--- config.mk ---
export PLATFORM = sky130hd
export DESIGN_NAME = lic_bank
export DESIGN_NICKNAME = d
export VERILOG_FILES = /design/src/rtl/lic_pkg.sv /design/src/rtl/lic_tick_gen.sv /design/src/rtl/lic_cfg_regs.sv /design/src/rtl/lic_channel.sv /design/src/rtl/lic_bank.sv
export SDC_FILE = /design/constraint.sdc
export NUM_CORES = 1
export LEC_CHECK = 0
export BUFFER_PORTS_ARGS = -buffer_cell sky130_fd_sc_hd__clkbuf_2
export CAP_MARGIN = 20
export CORE_MARGIN = 1
export CORE_UTILIZATION = 43
export DETAILED_ROUTE_END_ITERATION = 10
export PLACE_DENSITY = 0.67
export SLEW_MARGIN = 10
export SYNTH_ARGS = -nofsm -noshare
export SYNTH_HDL_FRONTEND = slang
export SYNTH_HIERARCHICAL = 1
export SYNTH_SLANG_ARGS = --single-unit
--- constraint.sdc ---
create_clock -name clk -period 3.3 [get_ports clk]
set_clock_uncertainty 0.15 [all_clocks]
set_input_delay 0.33 -clock clk [delete_from_list [all_inputs] [get_ports clk]]
set_output_delay 0.33 -clock clk [all_outputs]
set_load 0.005 [all_outputs]
--- src/rtl/lic_pkg.sv ---
package lic_pkg;

  localparam int FILT_CNT_W  = 7;
  localparam int PULSE_CNT_W = 14;

  typedef struct packed {
    logic       rsvd;
    logic       invert;
    logic       edge_mode;
    logic [1:0] pulse_sel;
    logic [2:0] filt_sel;
  } chan_cfg_t;

  // Filter hold time in microseconds for a 3-bit code.
  function automatic logic [FILT_CNT_W-1:0] filt_limit_us(input logic [2:0] sel);
    logic [FILT_CNT_W-1:0] v;
    case (sel)
      3'd0:    v = 7'd0;
      3'd1:    v = 7'd5;
      3'd2:    v = 7'd10;
      3'd3:    v = 7'd20;
      3'd4:    v = 7'd30;
      3'd5:    v = 7'd50;
      3'd6:    v = 7'd75;
      default: v = 7'd100;
    endcase
    return v;
  endfunction

  // Pulse width in microseconds: ten to the power (code + 1).
  function automatic logic [PULSE_CNT_W-1:0] pulse_limit_us(input logic [1:0] sel);
    logic [PULSE_CNT_W-1:0] v;
    v = 14'd10;
    for (int k = 0; k < 3; k++)
      if (k < int'(sel)) v = v * 14'd10;
    return v;
  endfunction

endpackage

--- src/rtl/lic_tick_gen.sv ---
module lic_tick_gen #(
  parameter int CYCLES_PER_TICK = 125
) (
  input  logic clk,
  input  logic rst_n,
  output logic tick
);
  localparam int CW = (CYCLES_PER_TICK > 1) ? $clog2(CYCLES_PER_TICK) : 1;
  localparam logic [CW-1:0] LAST = CW'(CYCLES_PER_TICK - 1);

  logic [CW-1:0] div_q;

  always_ff @(posedge clk or negedge rst_n) begin
    if (!rst_n)              div_q <= '0;
    else if (div_q == LAST)  div_q <= '0;
    else                     div_q <= div_q + 1'b1;
  end

  assign tick = (div_q == LAST);

  generate
    if (CYCLES_PER_TICK > 1) begin : g_spacing
      // ticks are isolated single-cycle strobes
      a_r13_tick_single: assert property (@(posedge clk) disable iff (!rst_n)
        tick |=> !tick);
    end
  endgenerate

endmodule

--- src/rtl/lic_cfg_regs.sv ---
module lic_cfg_regs
  import lic_pkg::*;
#(
  parameter int NUM_CH    = 4,
  parameter int ADDR_W    = 8,
  parameter int BASE_ADDR = 'h98
) (
  input  logic                    clk,
  input  logic                    rst_n,
  input  logic                    wr_en,
  input  logic [ADDR_W-1:0]       addr,
  input  logic [7:0]              wr_data,
  output logic [7:0]              rd_data,
  output chan_cfg_t [NUM_CH-1:0]  cfg_o,
  output logic [NUM_CH-1:0]       wr_hit
);

  // Channel 1 sits at the highest address, the last channel at the base.
  function automatic logic [ADDR_W-1:0] chan_addr(input int idx);
    return ADDR_W'(BASE_ADDR + NUM_CH - 1 - idx);
  endfunction

  generate
    for (genvar i = 0; i < NUM_CH; i++) begin : g_reg
      logic [6:0] bits_q;
      assign wr_hit[i] = wr_en && (addr == chan_addr(i));

      always_ff @(posedge clk or negedge rst_n) begin
        if (!rst_n)         bits_q <= '0;
        else if (wr_hit[i]) bits_q <= wr_data[6:0];
      end

      assign cfg_o[i] = chan_cfg_t'({1'b0, bits_q});

      // written low bits land, top bit stays clear
      a_r3_write_lands: assert property (@(posedge clk) disable iff (!rst_n)
        wr_hit[i] |=> (cfg_o[i] == chan_cfg_t'({1'b0, $past(wr_data[6:0])})));
    end
  endgenerate

  always_comb begin
    rd_data = '0;
    for (int i = 0; i < NUM_CH; i++)
      if (addr == chan_addr(i)) rd_data = cfg_o[i];
  end

  // at most one register decodes a write
  a_r1_one_hit: assert property (@(posedge clk) disable iff (!rst_n)
    $onehot0(wr_hit));

endmodule

--- src/rtl/lic_channel.sv ---
module lic_channel
  import lic_pkg::*;
(
  input  logic      clk,
  input  logic      rst_n,
  input  logic      tick,
  input  logic      raw_in,
  input  chan_cfg_t cfg_i,
  input  logic      cfg_wr,
  output logic      filt_level,
  output logic      edge_fire,
  output logic      cond_out
);

  logic meta_q, sync_q;
  logic cond_in;
  logic filt_q, filt_d;
  logic [FILT_CNT_W-1:0]  fcnt_q;
  logic [FILT_CNT_W-1:0]  filt_lim;
  logic pulse_q;
  logic [PULSE_CNT_W-1:0] pcnt_q;
  logic [PULSE_CNT_W-1:0] pulse_lim;

  // two-stage synchronizer
  always_ff @(posedge clk or negedge rst_n) begin
    if (!rst_n) begin
      meta_q <= 1'b0;
      sync_q <= 1'b0;
    end else begin
      meta_q <= raw_in;
      sync_q <= meta_q;
    end
  end

  assign cond_in  = sync_q ^ cfg_i.invert;
  assign filt_lim = filt_limit_us(cfg_i.filt_sel);

  // glitch filter: level moves after a stable run of filt_lim ticks
  always_ff @(posedge clk or negedge rst_n) begin
    if (!rst_n) begin
      filt_q <= 1'b0;
      fcnt_q <= '0;
    end else if (cond_in == filt_q) begin
      fcnt_q <= '0;
    end else if (filt_lim == '0) begin
      filt_q <= cond_in;
      fcnt_q <= '0;
    end else if (tick) begin
      if (fcnt_q + 1'b1 >= filt_lim) begin
        filt_q <= cond_in;
        fcnt_q <= '0;
      end else begin
        fcnt_q <= fcnt_q + 1'b1;
      end
    end
  end

  always_ff @(posedge clk or negedge rst_n) begin
    if (!rst_n) filt_d <= 1'b0;
    else        filt_d <= filt_q;
  end

  assign filt_level = filt_q;
  assign edge_fire  = filt_q & ~filt_d;
  assign pulse_lim  = pulse_limit_us(cfg_i.pulse_sel);

  // pulse stretcher, restarted by every new rising edge
  always_ff @(posedge clk or negedge rst_n) begin
    if (!rst_n) begin
      pulse_q <= 1'b0;
      pcnt_q  <= '0;
    end else if (cfg_wr) begin
      pulse_q <= 1'b0;
      pcnt_q  <= '0;
    end else if (cfg_i.edge_mode && edge_fire) begin
      pulse_q <= 1'b1;
      pcnt_q  <= '0;
    end else if (pulse_q && tick) begin
      if (pcnt_q + 1'b1 >= pulse_lim) begin
        pulse_q <= 1'b0;
        pcnt_q  <= '0;
      end else begin
        pcnt_q <= pcnt_q + 1'b1;
      end
    end
  end

  assign cond_out = cfg_i.edge_mode ? pulse_q : filt_q;

  // a nonzero filter only moves its level on a tick
  a_r5_filter_on_tick: assert property (@(posedge clk) disable iff (!rst_n)
    (filt_lim != '0 && !tick) |=> $stable(filt_q));

  // a pulse starts only from a detected edge in edge mode
  a_r9_pulse_from_edge: assert property (@(posedge clk) disable iff (!rst_n)
    $rose(pulse_q) |-> $past(edge_fire && cfg_i.edge_mode));

  // a pulse ends only on a tick or a configuration write
  a_r10_pulse_end: assert property (@(posedge clk) disable iff (!rst_n)
    $fell(pulse_q) |-> $past(tick || cfg_wr));

  // the pulse counter stays below its limit
  a_r10_cnt_bound: assert property (@(posedge clk) disable iff (!rst_n)
    pulse_q |-> (pcnt_q < pulse_lim));

  // a configuration write leaves no pulse behind
  a_r12_write_clears: assert property (@(posedge clk) disable iff (!rst_n)
    cfg_wr |=> !pulse_q);

  // the reserved bit never reaches a channel
  a_r3_rsvd_clear: assert property (@(posedge clk) disable iff (!rst_n)
    !cfg_i.rsvd);

endmodule

--- src/rtl/lic_bank.sv ---
module lic_bank
  import lic_pkg::*;
#(
  parameter int NUM_CH     = 4,
  parameter int CLK_PER_US = 125,
  parameter int BASE_ADDR  = 'h98
) (
  input  logic              clk,
  input  logic              rst_n,
  input  logic [NUM_CH-1:0] raw_in,
  input  logic              reg_wr_en,
  input  logic [7:0]        reg_addr,
  input  logic [7:0]        reg_wdata,
  output logic [7:0]        reg_rdata,
  output logic [NUM_CH-1:0] cond_out
);

  logic                   us_tick;
  chan_cfg_t [NUM_CH-1:0] cfg;
  logic [NUM_CH-1:0]      cfg_wr;
  logic [NUM_CH-1:0]      filt_level;
  logic [NUM_CH-1:0]      edge_fire;

  lic_tick_gen #(.CYCLES_PER_TICK(CLK_PER_US)) u_tick (
    .clk  (clk),
    .rst_n(rst_n),
    .tick (us_tick)
  );

  lic_cfg_regs #(.NUM_CH(NUM_CH), .ADDR_W(8), .BASE_ADDR(BASE_ADDR)) u_regs (
    .clk    (clk),
    .rst_n  (rst_n),
    .wr_en  (reg_wr_en),
    .addr   (reg_addr),
    .wr_data(reg_wdata),
    .rd_data(reg_rdata),
    .cfg_o  (cfg),
    .wr_hit (cfg_wr)
  );

  generate
    for (genvar i = 0; i < NUM_CH; i++) begin : g_ch
      lic_channel u_ch (
        .clk       (clk),
        .rst_n     (rst_n),
        .tick      (us_tick),
        .raw_in    (raw_in[i]),
        .cfg_i     (cfg[i]),
        .cfg_wr    (cfg_wr[i]),
        .filt_level(filt_level[i]),
        .edge_fire (edge_fire[i]),
        .cond_out  (cond_out[i])
      );

      // in level mode an output moves only when its filtered level moves
      a_r8_level_follows: assert property (@(posedge clk) disable iff (!rst_n)
        (!cfg[i].edge_mode && $stable(cfg[i]) && $stable(filt_level[i])) |-> $stable(cond_out[i]));
    end
  endgenerate

endmodule

Yosys cells after proc, flatten, opt, wreduce, memory -nomap -nowiden
Cells that the tools add are included.

word-level totals
  register bits = 139
  bits of input ports = 23
  output and inout port bits = 12
  logic and storage cells = 252

operators by class
  add/subtract/negate cells = 9
  multipliers = 8
  magnitude comparators = 20
  equality and inequality tests = 33
  mux-type cells = 85
  bitwise logic cells = 16
  reductions and logical operators = 48

operators by type and width
  kind                   count
  $mux 14                24
  $pmux 7 s7             4
  $mux 7                 22
  $mul 14x3->13 const B  8
  $add 14x1->14 const B  4
  $ge 14x14->1           4
  $eq 3x3->1 const B     12
  $reduce_bool 3->1      12
  $add 7x1->7 const B    5
  $eq 8x8->1 const B     4
  $mux 1                 32
  $ge 7x7->1             4
  $logic_not 7->1        4
  $eq 3x2->1 const B     8
  $mux 8                 3
  $lt 1x2->1 const A     8
  $reduce_bool 2->1      8
  $eq 3x1->1 const B     4
  $logic_and 1x1->1      12
  $logic_not 3->1        4
  $reduce_and 3->1       4
  $lt 2x2->1 const A     4
  $not 1->1              8
  $reduce_and 2->1       4
  4 further kinds        13

Longest topological paths before layout
Gate-level depths: netlist of run 1.

  depth in word-level cells = 11
  gate-level depth with buffers = 13
  gate-level depth less buffers = 12

Modules after synthesis
The synthesis of run 1 kept the hierarchy.

by module, submodules not included
  module                          instances  cells an instance  area an instance (µm²)  seq. area each (µm²)
  lic_channel (g_ch[0].u_ch ...)  3          230                2024.4                  650.6
  lic_channel (g_ch[3].u_ch)      1          232                2019.4                  650.6
  lic_cfg_regs                    1          90                 1421.4                  700.7
  lic_tick_gen                    1          31                 345.3                   175.2

Worst setup path after synthesis of run 1
OpenSTA, ideal clock, no wires.

  kind = register to register
  from = reg g_ch[3].u_ch.pcnt_q[0]
  to = reg g_ch[3].u_ch.pcnt_q[11]
  library setup time = 65 ps
  arrival time = 2989 ps
  required time = 3085 ps
  slack = 96 ps
  stages on the path, launching flop included = 14
  buffers on the path = 1
  clock period less this slack = 3204 ps
  cells stage by stage = dfrtp_1 > ha_1 > nand3_1 > nor2_1 > and3_1 > xor2_1 > ha_1 > a21oi_1 > or4b_1 > or3b_1 > a32o_2 > buf_6 > o21ai_1 > a22o_1

between the ends
  cells in the longest elaborated chain, start to end = 6

ends and longest elaborated chain
  what                    RTL line                              source
  from (decl)             lic_channel.sv:21                     logic [PULSE_CNT_W-1:0] pcnt_q;
  from (signal assigned)  lic_channel.sv:83                     pcnt_q <= pcnt_q + 1'b1;
  $add 14x1->14 (*)       lic_channel.sv:79, lic_channel.sv:83
  $ge 14x14->1            lic_channel.sv:79                     if (pcnt_q + 1'b1 >= pulse_lim) begin
  $mux 14 (*)             lic_channel.sv:79
  $mux 14 (*)             lic_channel.sv:78                     end else if (pulse_q && tick) begin
  $mux 14 (*)             lic_channel.sv:75                     end else if (cfg_i.edge_mode && edge_fire) begin
  $mux 14 (*)             lic_channel.sv:72                     end else if (cfg_wr) begin

Every way passes the cells marked *; elsewhere a longest branch is shown, timed or not. The select of a mux whose other input is x is not followed.
A chain may end at the register's enable or synchronous reset.

Worst setup path after layout of run 1
  from = reg g_ch[3].u_ch.pcnt_q[0]
  to = reg g_ch[3].u_ch.pcnt_q[1]

The elaborated chain is that of the path after synthesis.

==> results by group, run 1 <==
Synth
  • Syn avg cell area: ~9.5 um2
  • Syn nets: 1167
  • Syn. warnings: 6
  • Mapped Area: around 9800 um2
  • Cell count after synthesis: around 1000

Clock tree
  • Root buf cell: clkbuf_16
  • TritonCTS clock tree: built
  • Htree depth: 4
  • CTS sink count: about 140
  • Reg clk slew, reported paths: roughly 0.060 ns
  • Clock Latency Late Sink: approximately 0.42 ns
  • CTS Buf Count: 17
  • Bufs on Longest Clock Path: 2

Layout
  • Antenna Cells: 0
  • Non-Filler Instances: 1443
  • NumNets Final: approximately 1300
  • Most frequent cells in the layout: dfrtp_1, nand2_1, ha_1, o21ai_0, inv_1
  • Commonest non-fill, non-tap cell in the layout: dfrtp_1
  • Area growth, synth to finish: 18.35%
  • Final core utilization: 0.5262
  • Layout cells sized above 1: 0.2089

Critical path
  • WP data required: 3.48 ns
  • CP endpoint: g_ch[3].u_ch/pcnt_q[1]
  • CP Class: flop to flop
  • R2R Setup Slk: around 0.048 ns
  • CP Launch Type: flop
  • Delay of the slowest cell on the worst path: roughly 0.45 ns
  • CP Capture Type: flop
  • Arr. time, crit path: 3.43 ns
  • CP startpoint: g_ch[3].u_ch/pcnt_q[0]
  • Cells along the critical path: and4_4 > and4_4 > nand3_4 > xnor2_2 > ha_1 > a21oi_2 > or4b_4 > or3b_4 > a32o_2 > buf_6 > o31ai_2
  • CP dominant cell by count: and4_4
  • Reg2reg path depth: 11
  • Critical Path Slowest Stage Cell: or4b_4
  • Reg-to-reg endpoint: g_ch[3].u_ch/pcnt_q[1]
  • Crit Path Max Fanout: 5
  • RR Startpoint: g_ch[3].u_ch/pcnt_q[0]

STA
  • Fin. Hold Viols: 0
  • Setup TNS: 0 ns
  • Slew @ Worst Pin: 0.8500 ns
  • Setup violation total in the final timing report: 0
  • Final worst path period need: 3.252 ns
  • Achievable frequency: 307.5 MHz
  • RSZ-0062 raised after global routing: yes
  • Worst slew margin: 0.4290
  • Worst Hold Slack: 0.05616 ns
  • Tcrit/Tclk final: 0.9854
  • Slew Limit Fails: 0

Global routing
  • GRT Overall Usage: 0.1860
  • Largest net degree at the start of global routing: 63
  • Global-route wire length before repair: approximately 36000 um
  • Initial antenna violation count: 1
  • Overflow after GRT: 0
  • Vias in the first global route: ~7400

Detailed routing
  • Vias/cell: 5.358
  • Final ANT Viol Nets: 0
  • DRT iter0 DRCs: just under 400
  • Vias post-DR: between 7000 and 8000
  • Residual DRC count: 0
  • Detailed Routing Iterations Pass 1: 5
  • Drt wl/cell: between 10 and 15 um
  • Post-Route WL: ~21000 um

Die
  • Total die area: 23450 um2
  • Rows: 54
  • Initial core utilization: 0.4446
  • Die X: 153.1 um
  • # IOs: 35
  • Core ar.: about 22000 um2
  • Die Ht: between 150 and 200 um

Placement
  • Dpl hpwl: between 15000 and 20000 um
  • GPL Wtd Cong: just over 0.8
  • PortBufs: 32
  • Placed Cells: between 1000 and 1500

Power
  • Max VDD drop: 287.5 uV
  • Pwr dens: 385.4 nW/um2
  • Pleak: roughly 5.5 nW

Job
  • Max-cap check violation count: 0

Status
  • Status: completed

Hold path
  • Min-delay worst type: input pin to flop
-- report_power, final --
group | internal (mW) | total [mW] | switching, mW
Clock | 1.20 | 1.98 | 0.782
Combinational | 0.316 | 0.642 | 0.327
Sequential | 1.77 | 1.85 | 0.0811
-- layout make-up --
type / instances / area (um2)
repair buffers: 113 / 823.3
clock buffers: 17 / 425.4
inverters: 82 / 307.8
well taps: 280 / 350.3
flip-flops and latches: 139 / 3478
clock inverters: 15 / 190.2
fillers: 1935 / 10470
multi-input cells: 797 / 6051
-- metal layers --
layer  track usage  up-vias  routed length (um)  share of wire
li1              -     3925                   -              -
met1        0.2451     3695               10140           0.48
met2        0.3159       95               10220           0.48
met3       0.03374       15                 555          0.026
met4       0.04281        2                 144         0.0068
met5             0        -                  13        0.00062
-- worst max-delay path: cells and delay by family (launching register included) --
family,cells,cell delay (ns)
AOI/OAI and AO/OA,3,0.61
xor gates and xnor gates,1,0.15
adders and majority gates,1,0.30
buffers and inverters,1,0.15
DFF,1,0.35
and+or+nand+nor,5,1.45
-- stage by stage --
stage,setup WS [ns],cell area [um2],power [mW]
after floorplan,0.09565,9823,2.246
after global placement,0.004982,10740,2.452
after detailed placement,-0.05606,10740,2.476
after CTS,0.002727,11440,4.499
after global routing,-0.06176,11630,4.688
final,0.04816,11630,4.481
-- worst min-delay path by stage --
stage | cells past startpoint | from | endpoint
final | 2 | reg_wdata[1] | u_regs/g_reg[3].bits_q[1]
after global routing | 2 | reg_wdata[5] | u_regs/g_reg[3].bits_q[5]
after CTS | 2 | reg_wdata[5] | u_regs/g_reg[3].bits_q[5]
after detailed placement | 0 | g_ch[0].u_ch/meta_q | g_ch[0].u_ch/sync_q
after global placement | 0 | g_ch[2].u_ch/meta_q | g_ch[2].u_ch/sync_q
after floorplan | 0 | rst_n | g_ch[0].u_ch/fcnt_q[0]
-- flip-flops by register name (all words and copies together) (netlist names) --
| signal | count |
|---|---|
| g_ch.u_ch/sync_q | 4 |
| u_tick/div_q | 7 |
| g_ch.u_ch/meta_q | 4 |
| g_ch.u_ch/filt_d | 4 |
| u_regs/g.bits_q | 28 |
| g_ch.u_ch/fcnt_q | 28 |
| g_ch.u_ch/pulse_q | 4 |
| g_ch.u_ch/filt_level | 4 |
| g_ch.u_ch/pcnt_q | 56 |
-- what timing repair did --
action                                 CTS  global route
setup endpoints to repair                8            36
cloned                                   1             1
resized for setup                        5            36
hold buffers                             5             0
buffers inserted                         0             7
pin swaps                                7            12
endpoints found under the hold margin   64             0
(Power assumes the default switching activity.)
==> inputs of run 2 (changes only) <==
- REMOVE_ABC_BUFFERS: not set -> 1
==> run 2 against run 1 <==
Net effect: register-to-register slack better by 0.05 ns; first-iteration DRC count rose by 4.3%; combinational power is essentially flat; hold slack better by 0.0011 ns; critical path depth grew 1; routed wire length is 2.2% higher; critical endpoint is now g_ch[3].u_ch/pcnt_q[2]; core utilization increased by 0.11 points; via count hardly changed; sequential share of layout area fell by 0.064 points; clock power barely moved.
==> results by group, run 2 (same netlist as run 1, synthesis figures left out) <==
STA
  • Fin. Hold Viols: 0 (unchanged)
  • Worst slew margin: 0.4247 (-0.004263)
  • Slew @ Worst Pin: 0.8563 ns (+0.006346 ns)
  • RSZ-0062 raised after global routing: yes
  • Tcrit/Tclk final: 0.9698 (-0.01558)
  • Final worst path period need: 3.200 ns (-0.05141 ns)
  • PnR worst setup slack: 0.09957 ns (+0.05141 ns)
  • Achievable frequency: 312.5 MHz (+1.6%)
  • Setup violation total in the final timing report: 0 (unchanged)
  • Slew Limit Fails: 0 (unchanged)
  • Setup TNS: 0 ns (unchanged)

Die
  • Core ar.: 22090 um2 (unchanged)
  • Initial core utilization: 0.4446 (unchanged)
  • Die Ht: 153.1 um (unchanged)
  • # IOs: 35 (unchanged)
  • Total die area: 23450 um2 (unchanged)
  • Die X: 153.1 um (unchanged)
  • Rows: 54 (unchanged)

Clock tree
  • Bufs on Longest Clock Path: 2 (unchanged)
  • Clock Latency Late Sink: 0.42 ns (about the same)
  • TritonCTS clock tree: built
  • CTS Buf Count: 17 (unchanged)
  • CTS sink count: 139 (unchanged)
  • Root buf cell: clkbuf_16
  • Reg clk slew, reported paths: 0.06 ns (about the same)
  • Htree depth: 4 (unchanged)

Power
  • Max VDD drop: 283.7 uV (-1.3%)
  • Pleak: 5.562 nW (+0.30%)
  • Pwr dens: 383.7 nW/um2 (-0.44%)
  • Overall Power: 4.471 mW (-0.23%)

Global routing
  • Largest net degree at the start of global routing: 81 (+29%)
  • Overflow after GRT: 0 (unchanged)
  • Vias in the first global route: 7614 (+2.5%)
  • GRT Overall Usage: 0.1903 (+0.004287)
  • Global-route wire length before repair: 36260 um (+1.8%)
  • Initial antenna violation count: 0 (-1)

Job
  • Max-cap check violation count: 0 (unchanged)

Detailed routing
  • Drt wl/cell: 14.91 um (+2.1%)
  • Final ANT Viol Nets: 0 (unchanged)
  • Vias post-DR: 7736 (+0.052%)
  • Detailed Routing Iterations Pass 1: 5 (unchanged)
  • Residual DRC count: 0 (unchanged)
  • DRT iter0 DRCs: 415 (+4.3%)
  • Vias/cell: 5.354 (about the same)
  • Post-Route WL: 21540 um (+2.2%)

Status
  • Status: completed

Critical path
  • Crit Path Max Fanout: 8 (+3)
  • CP Capture Type: flop
  • WP data required: 3.50 ns (+0.02 ns)
  • CP Class: flop to flop
  • CP Launch Type: flop
  • Arr. time, crit path: 3.40 ns (-0.03 ns)

Placement
  • Dpl hpwl: 15600 um (+0.38%)
  • Post-place setup slack: -0.08674 ns (-0.03068 ns)
  • GPL Wtd Cong: 0.8618 (+4.6%)
  • Placed Cells: 1396 (-0.072%)
  • PortBufs: 32 (unchanged)

Layout
  • Final core utilization: 0.5274 (+0.001133)
  • Layout cells sized above 1: 0.2103 (+0.001358)
  • Non-Filler Instances: 1445 (+0.14%)
  • Top flop regs: g_ch.u_ch/pcnt_q x56, g_ch.u_ch/fcnt_q x28, u_regs/g.bits_q x28
  • Number of flip-flops in the largest register: 56 (unchanged)
  • Fillers: 1925 (-0.52%)
  • Area growth, synth to finish: 18.61%
  • NumNets Final: 1282 (+0.23%)
  • Commonest non-fill, non-tap cell in the layout: dfrtp_1
  • Register bank with the most flops: g_ch.u_ch/pcnt_q
  • Antenna Cells: 0 (unchanged)
  • Most frequent cells in the layout: dfrtp_1, nand2_1, ha_1, o21ai_0, inv_1

Hold path
  • Min-delay worst type: input pin to flop
## run 2: changes by cell type in the layout (fill, tap and decap cells not counted), moves of 3 or more
cell        previous run  this run
o21ai_1               13        10
clkbuf_8               0         3
o21ai_0               91        95
clkinvlp_4             6         3
buf_4                 71        77
## run 2: critical path, stage by stage, from the launching register on
cell and delay, ns:
dfrtp_1 0.37, and4_4 0.23, and4_4 0.23, nand3_4 0.10, xnor2_2 0.16, ha_1 0.31
a21oi_2 0.13, or4b_1 0.42, or3b_1 0.35, a32o_2 0.31, buf_6 0.15, o21ai_2 0.09
a22o_1 0.14
## run 2: final timing paths
| kind | startpoint | end | slack [ns] | depth (start not counted) |
|---|---|---|---|---|
| max in group asynchronous | rst_n | g_ch[3].u_ch/pcnt_q[3] | 1.87 | 3 |
| worst max-delay path | g_ch[3].u_ch/pcnt_q[0] | g_ch[3].u_ch/pcnt_q[2] | 0.1 | 12 |
| min in group asynchronous | rst_n | g_ch[0].u_ch/fcnt_q[2] | 0.31 | 2 |
| worst min-delay path | reg_wdata[4] | u_regs/g_reg[1].bits_q[4] | 0.06 | 2 |
| worst min register to register | g_ch[2].u_ch/meta_q | g_ch[2].u_ch/sync_q | 0.20 | 0 |
| worst max register to register | g_ch[3].u_ch/pcnt_q[0] | g_ch[3].u_ch/pcnt_q[2] | 0.1 | 12 |
## run 2: report_power, final
| part | switching (mW) | internal, mW |
|---|---|---|
| sequential | 0.0792 | 1.77 |
| combinational | 0.327 | 0.314 |
| clock | 0.730 | 1.25 |
| total | 1.14 | 3.33 |
## run 2: layout make-up
cell class / instances / area (um2) / area share
Clock buffer: 21 / 470.5 / 0.04038
Tap cell: 280 / 350.3 / 0.03007
Inverter: 82 / 307.8 / 0.02642
Clock inverter: 10 / 140.1 / 0.01203
Multi-Input combinational cell: 797 / 6078 / 0.5217
Timing Repair Buffer: 116 / 825.8 / 0.07088
Sequential cell: 139 / 3478 / 0.2985
## run 2: stage by stage
step / hold WS [ns] / area, um2
6_report: 0.05722 / 11650
5_1_grt: 0.04812 / 11650
4_1_cts: 0.03662 / 11400
3_5_place_dp: 0.1878 / 10720
3_3_place_gp: 0.1856 / 10720
2_1_floorplan: -0.1156 / 9678
## run 2: repair_timing
item / CTS / global route
hold buffers: 5 / 0
gates resized for setup: 4 / 35
pin swaps: 3 / 11
setup buffers: 1 / 10
cloned: 0 / 2
setup endpoints to repair: 8 / 34
endpoints found under the hold margin: 63 / 0
## run 2: routing by layer
layer	global-route usage	vias to the layer above	share of wire
li1	-	3917	-
met1	0.2561	3723	0.48
met2	0.3190	82	0.48
met3	0.03402	14	0.029
met4	0.03992	0	0.0085
met5	0	-	0
==> inputs of run 3 (changes only) <==
- ABC_AREA: not set -> 1
==> run 3 against run 2 <==
Net effect: global-route usage is 0.26 points lower; register-to-register slack better by 0.32 ns; flip-flop and latch count stayed put; cell area is 0.99% higher; maximum frequency is 11% higher; non-clock buffer count is 72 lower; first-iteration DRC count is 44% higher; sequential share of layout area is 0.29 points lower; routed wire length is 4.0% higher; via count is 13% higher; critical path depth is 4 higher; synthesized area is 7.7% higher; critical path type unchanged; largest cell class unchanged; highest routed layer unchanged.
==> results by group, run 3 <==
Status
  • Status: completed

Placement
  • Dpl hpwl: 16800 um (+7.7%)
  • Post-place setup slack: 0.4122 ns (+0.4989 ns)
  • GPL Wtd Cong: 0.7938 (-7.9%)
  • PortBufs: 32 (unchanged)

Layout
  • Layout cells sized above 1: 0.1311 (-0.07922)
  • Area occupied by multi-input gates: 6350 um2 (+4.5%)
  • Top flop regs: g_ch.u_ch/pcnt_q x56, g_ch.u_ch/fcnt_q x28, u_regs/g.bits_q x28
  • Commonest non-fill, non-tap cell in the layout: nand2_1
  • Area of all sequential standard cells: 3478 um2 (unchanged)
  • Fillers: 2331 (+21%)
  • Most frequent cells in the layout: nand2_1, inv_1, dfrtp_1, ha_1, nand3_1
  • Area growth, synth to finish: 11.20%
  • Register bank with the most flops: g_ch.u_ch/pcnt_q
  • NumNets Final: 1537 (+20%)
  • Number of flip-flops in the largest register: 56 (unchanged)

Detailed routing
  • Vias post-DR: 8739 (+13%)
  • Vias/cell: 5.011 (-6.4%)
  • Detailed Routing Iterations Pass 1: 5 (unchanged)
  • Final ANT Viol Nets: 0 (unchanged)
  • DRT iter0 DRCs: 597 (+44%)
  • Drt wl/cell: 12.84 um (-14%)
  • Residual DRC count: 0 (unchanged)
  • Post-Route WL: 22400 um (+4.0%)

Power
  • Seq pwr share: 0.422 (+0.007)
  • Pleak: 6.434 nW (+16%)
  • Sw frac: 0.2669 (+0.01275)
  • Max VDD drop: 187.6 uV (-34%)
  • Internal power: 3.289 mW (-1.4%)
  • Comb pwr share: 0.141 (-0.002)
  • Clock power share: 0.437 (-0.005)
  • Pwr dens: 381.3 nW/um2 (-0.63%)
  • Net Switching: 1.197 mW (+5.4%)

Synth
  • Cell count after synthesis: 1360 (+31%)
  • Syn. warnings: 6 (unchanged)
  • Syn avg cell area: 7.780 um2 (-18%)
  • Mapped Area: 10580 um2 (+7.7%)

STA
  • Worst slew margin: 0.4552 (+0.03053)
  • Slew Limit Fails: 0 (unchanged)
  • Setup TNS: 0 ns (unchanged)
  • Tcrit/Tclk final: 0.8731 (-0.09670)
  • Setup violation total in the final timing report: 0 (unchanged)
  • Slew @ Worst Pin: 0.8171 ns (-0.03920 ns)
  • Achievable frequency: 347.1 MHz (+11%)
  • Fin. Hold Viols: 0 (unchanged)
  • Final worst path period need: 2.881 ns (-0.3191 ns)
  • PnR worst setup slack: 0.4187 ns (+0.3191 ns)
  • RSZ-0062 raised after global routing: no

Clock tree
  • Root buf cell: clkbuf_16
  • Cts repair resizes: 0 (-4)
  • CTS sink count: 139 (unchanged)
  • Reg clk slew, reported paths: 0.05 ns (about the same)
  • Clock Latency Late Sink: 0.42 ns (about the same)
  • Htree depth: 4 (unchanged)
  • TritonCTS clock tree: built
  • CTS Buf Count: 17 (unchanged)
  • Bufs on Longest Clock Path: 2 (unchanged)

Global routing
  • GRT Overall Usage: 0.1877 (-0.002556)
  • Largest net degree at the start of global routing: 84 (+3.7%)
  • Initial antenna violation count: 0 (unchanged)
  • Global-route wire length before repair: 39170 um (+8.0%)
  • Overflow after GRT: 0 (unchanged)
  • Vias in the first global route: 8384 (+10%)

Die
  • Die Ht: 158.9 um (+3.7%)
  • # IOs: 35 (unchanged)
  • Core ar.: 24250 um2 (+9.8%)
  • Rows: 57 (+5.6%)
  • Initial core utilization: 0.4364 (-0.008237)
  • Total die area: 25240 um2 (+7.6%)
  • Die X: 158.9 um (+3.7%)

Hold path
  • Min-delay worst type: input pin to flop

Critical path
  • Crit Path Max Fanout: 10 (+2)
  • CP Class: flop to flop
  • CP Capture Type: flop
  • Reg-to-reg endpoint: g_ch[3].u_ch/pulse_q
  • CP startpoint: g_ch[3].u_ch/pcnt_q[0]
  • WP data required: 3.45 ns (-0.05 ns)
  • R2R Setup Slk: 0.42 ns (+0.32 ns)
  • RR Startpoint: g_ch[3].u_ch/pcnt_q[0]
  • CP endpoint: g_ch[3].u_ch/pulse_q
  • Reg2reg path depth: 16 (+4)
  • Arr. time, crit path: 3.04 ns (-0.36 ns)
  • CP Launch Type: flop

Job
  • Max-cap check violation count: 0 (unchanged)
==> run 3: worst min-delay path by stage <==
stage                                    from                        end  slack (ns)  cells after the start
after floorplan                         rst_n     g_ch[0].u_ch/fcnt_q[0]       -0.12                      0
after global placement    g_ch[0].u_ch/meta_q        g_ch[0].u_ch/sync_q        0.18                      0
after detailed placement  g_ch[0].u_ch/meta_q        g_ch[0].u_ch/sync_q        0.19                      0
after CTS                        reg_wdata[1]  u_regs/g_reg[0].bits_q[1]        0.03                      3
after global routing             reg_wdata[4]  u_regs/g_reg[2].bits_q[4]        0.03                      3
final                            reg_wdata[5]  u_regs/g_reg[3].bits_q[5]        0.04                      3
==> run 3: cell type report <==
| class | count | area share |
|---|---|---|
| multi-input combinational | 1040 | 0.5397 |
| clock buffer | 23 | 0.04147 |
| antenna | 1 | 0.0002127 |
| clock inverter | 7 | 0.009677 |
| inverter | 166 | 0.05391 |
| sequential | 139 | 0.2956 |
| timing repair buffer | 44 | 0.02499 |
| tap | 324 | 0.03445 |
==> run 3: what timing repair did <==
item,4_1_cts,5_1_grt
setup endpoints to repair,0,0
hold buffers,5,0
endpoints found under the hold margin,85,0
setup buffers,0,0
==> run 3: power groups by stage <==
| stage | Clock [mW] | Combinational (mW) | Sequential [mW] |
|---|---|---|---|
| 5_1_grt | 2.09 | 0.731 | 1.91 |
| 3_3_place_gp | 0 | 0.610 | 1.92 |
| 3_5_place_dp | 0 | 0.629 | 1.92 |
| 6_report | 1.96 | 0.634 | 1.89 |
| 4_1_cts | 2.01 | 0.641 | 1.89 |
| 2_1_floorplan | 0 | 0.446 | 1.89 |
==> run 3: worst max-delay path, cell delays in order (launching register included) <==
cell,delay (ns)
dfrtp_1,0.40
ha_1,0.22
nand3_1,0.16
nor3_1,0.28
nand3_1,0.14
xor2_1,0.15
inv_1,0.07
ha_1,0.27
nand3_1,0.09
nor2_1,0.11
nand3_1,0.09
nor2_2,0.12
nand2_2,0.15
nand3_2,0.17
nand2_1,0.08
nand2_1,0.07
nand2_1,0.04
==> run 3: routing by layer <==
metal / vias to the layer above / global-route usage / share of wire
met3: 15 / 0.03605 / 0.040
li1: 4538 / - / -
met5: - / 0 / 0
met2: 131 / 0.3024 / 0.46
met4: 0 / 0.04851 / 0.013
met1: 4055 / 0.2573 / 0.49
==> run 3: stage by stage <==
stage | power (mW) | hold WS (ns) | area, um2 | cells | util
finish | 4.486 | 0.04376 | 11770 | 1744 | 0.4852
global route | 4.727 | 0.03055 | 11760 | 1743 | 0.4851
CTS | 4.543 | 0.02724 | 11760 | 1743 | 0.4851
detailed placement | 2.549 | 0.1864 | 11110 | 1708 | 0.4583
global placement | 2.526 | 0.1831 | 11110 | 1708 | 0.4583
floorplan | 2.340 | -0.1156 | 10460 | 1345 | -
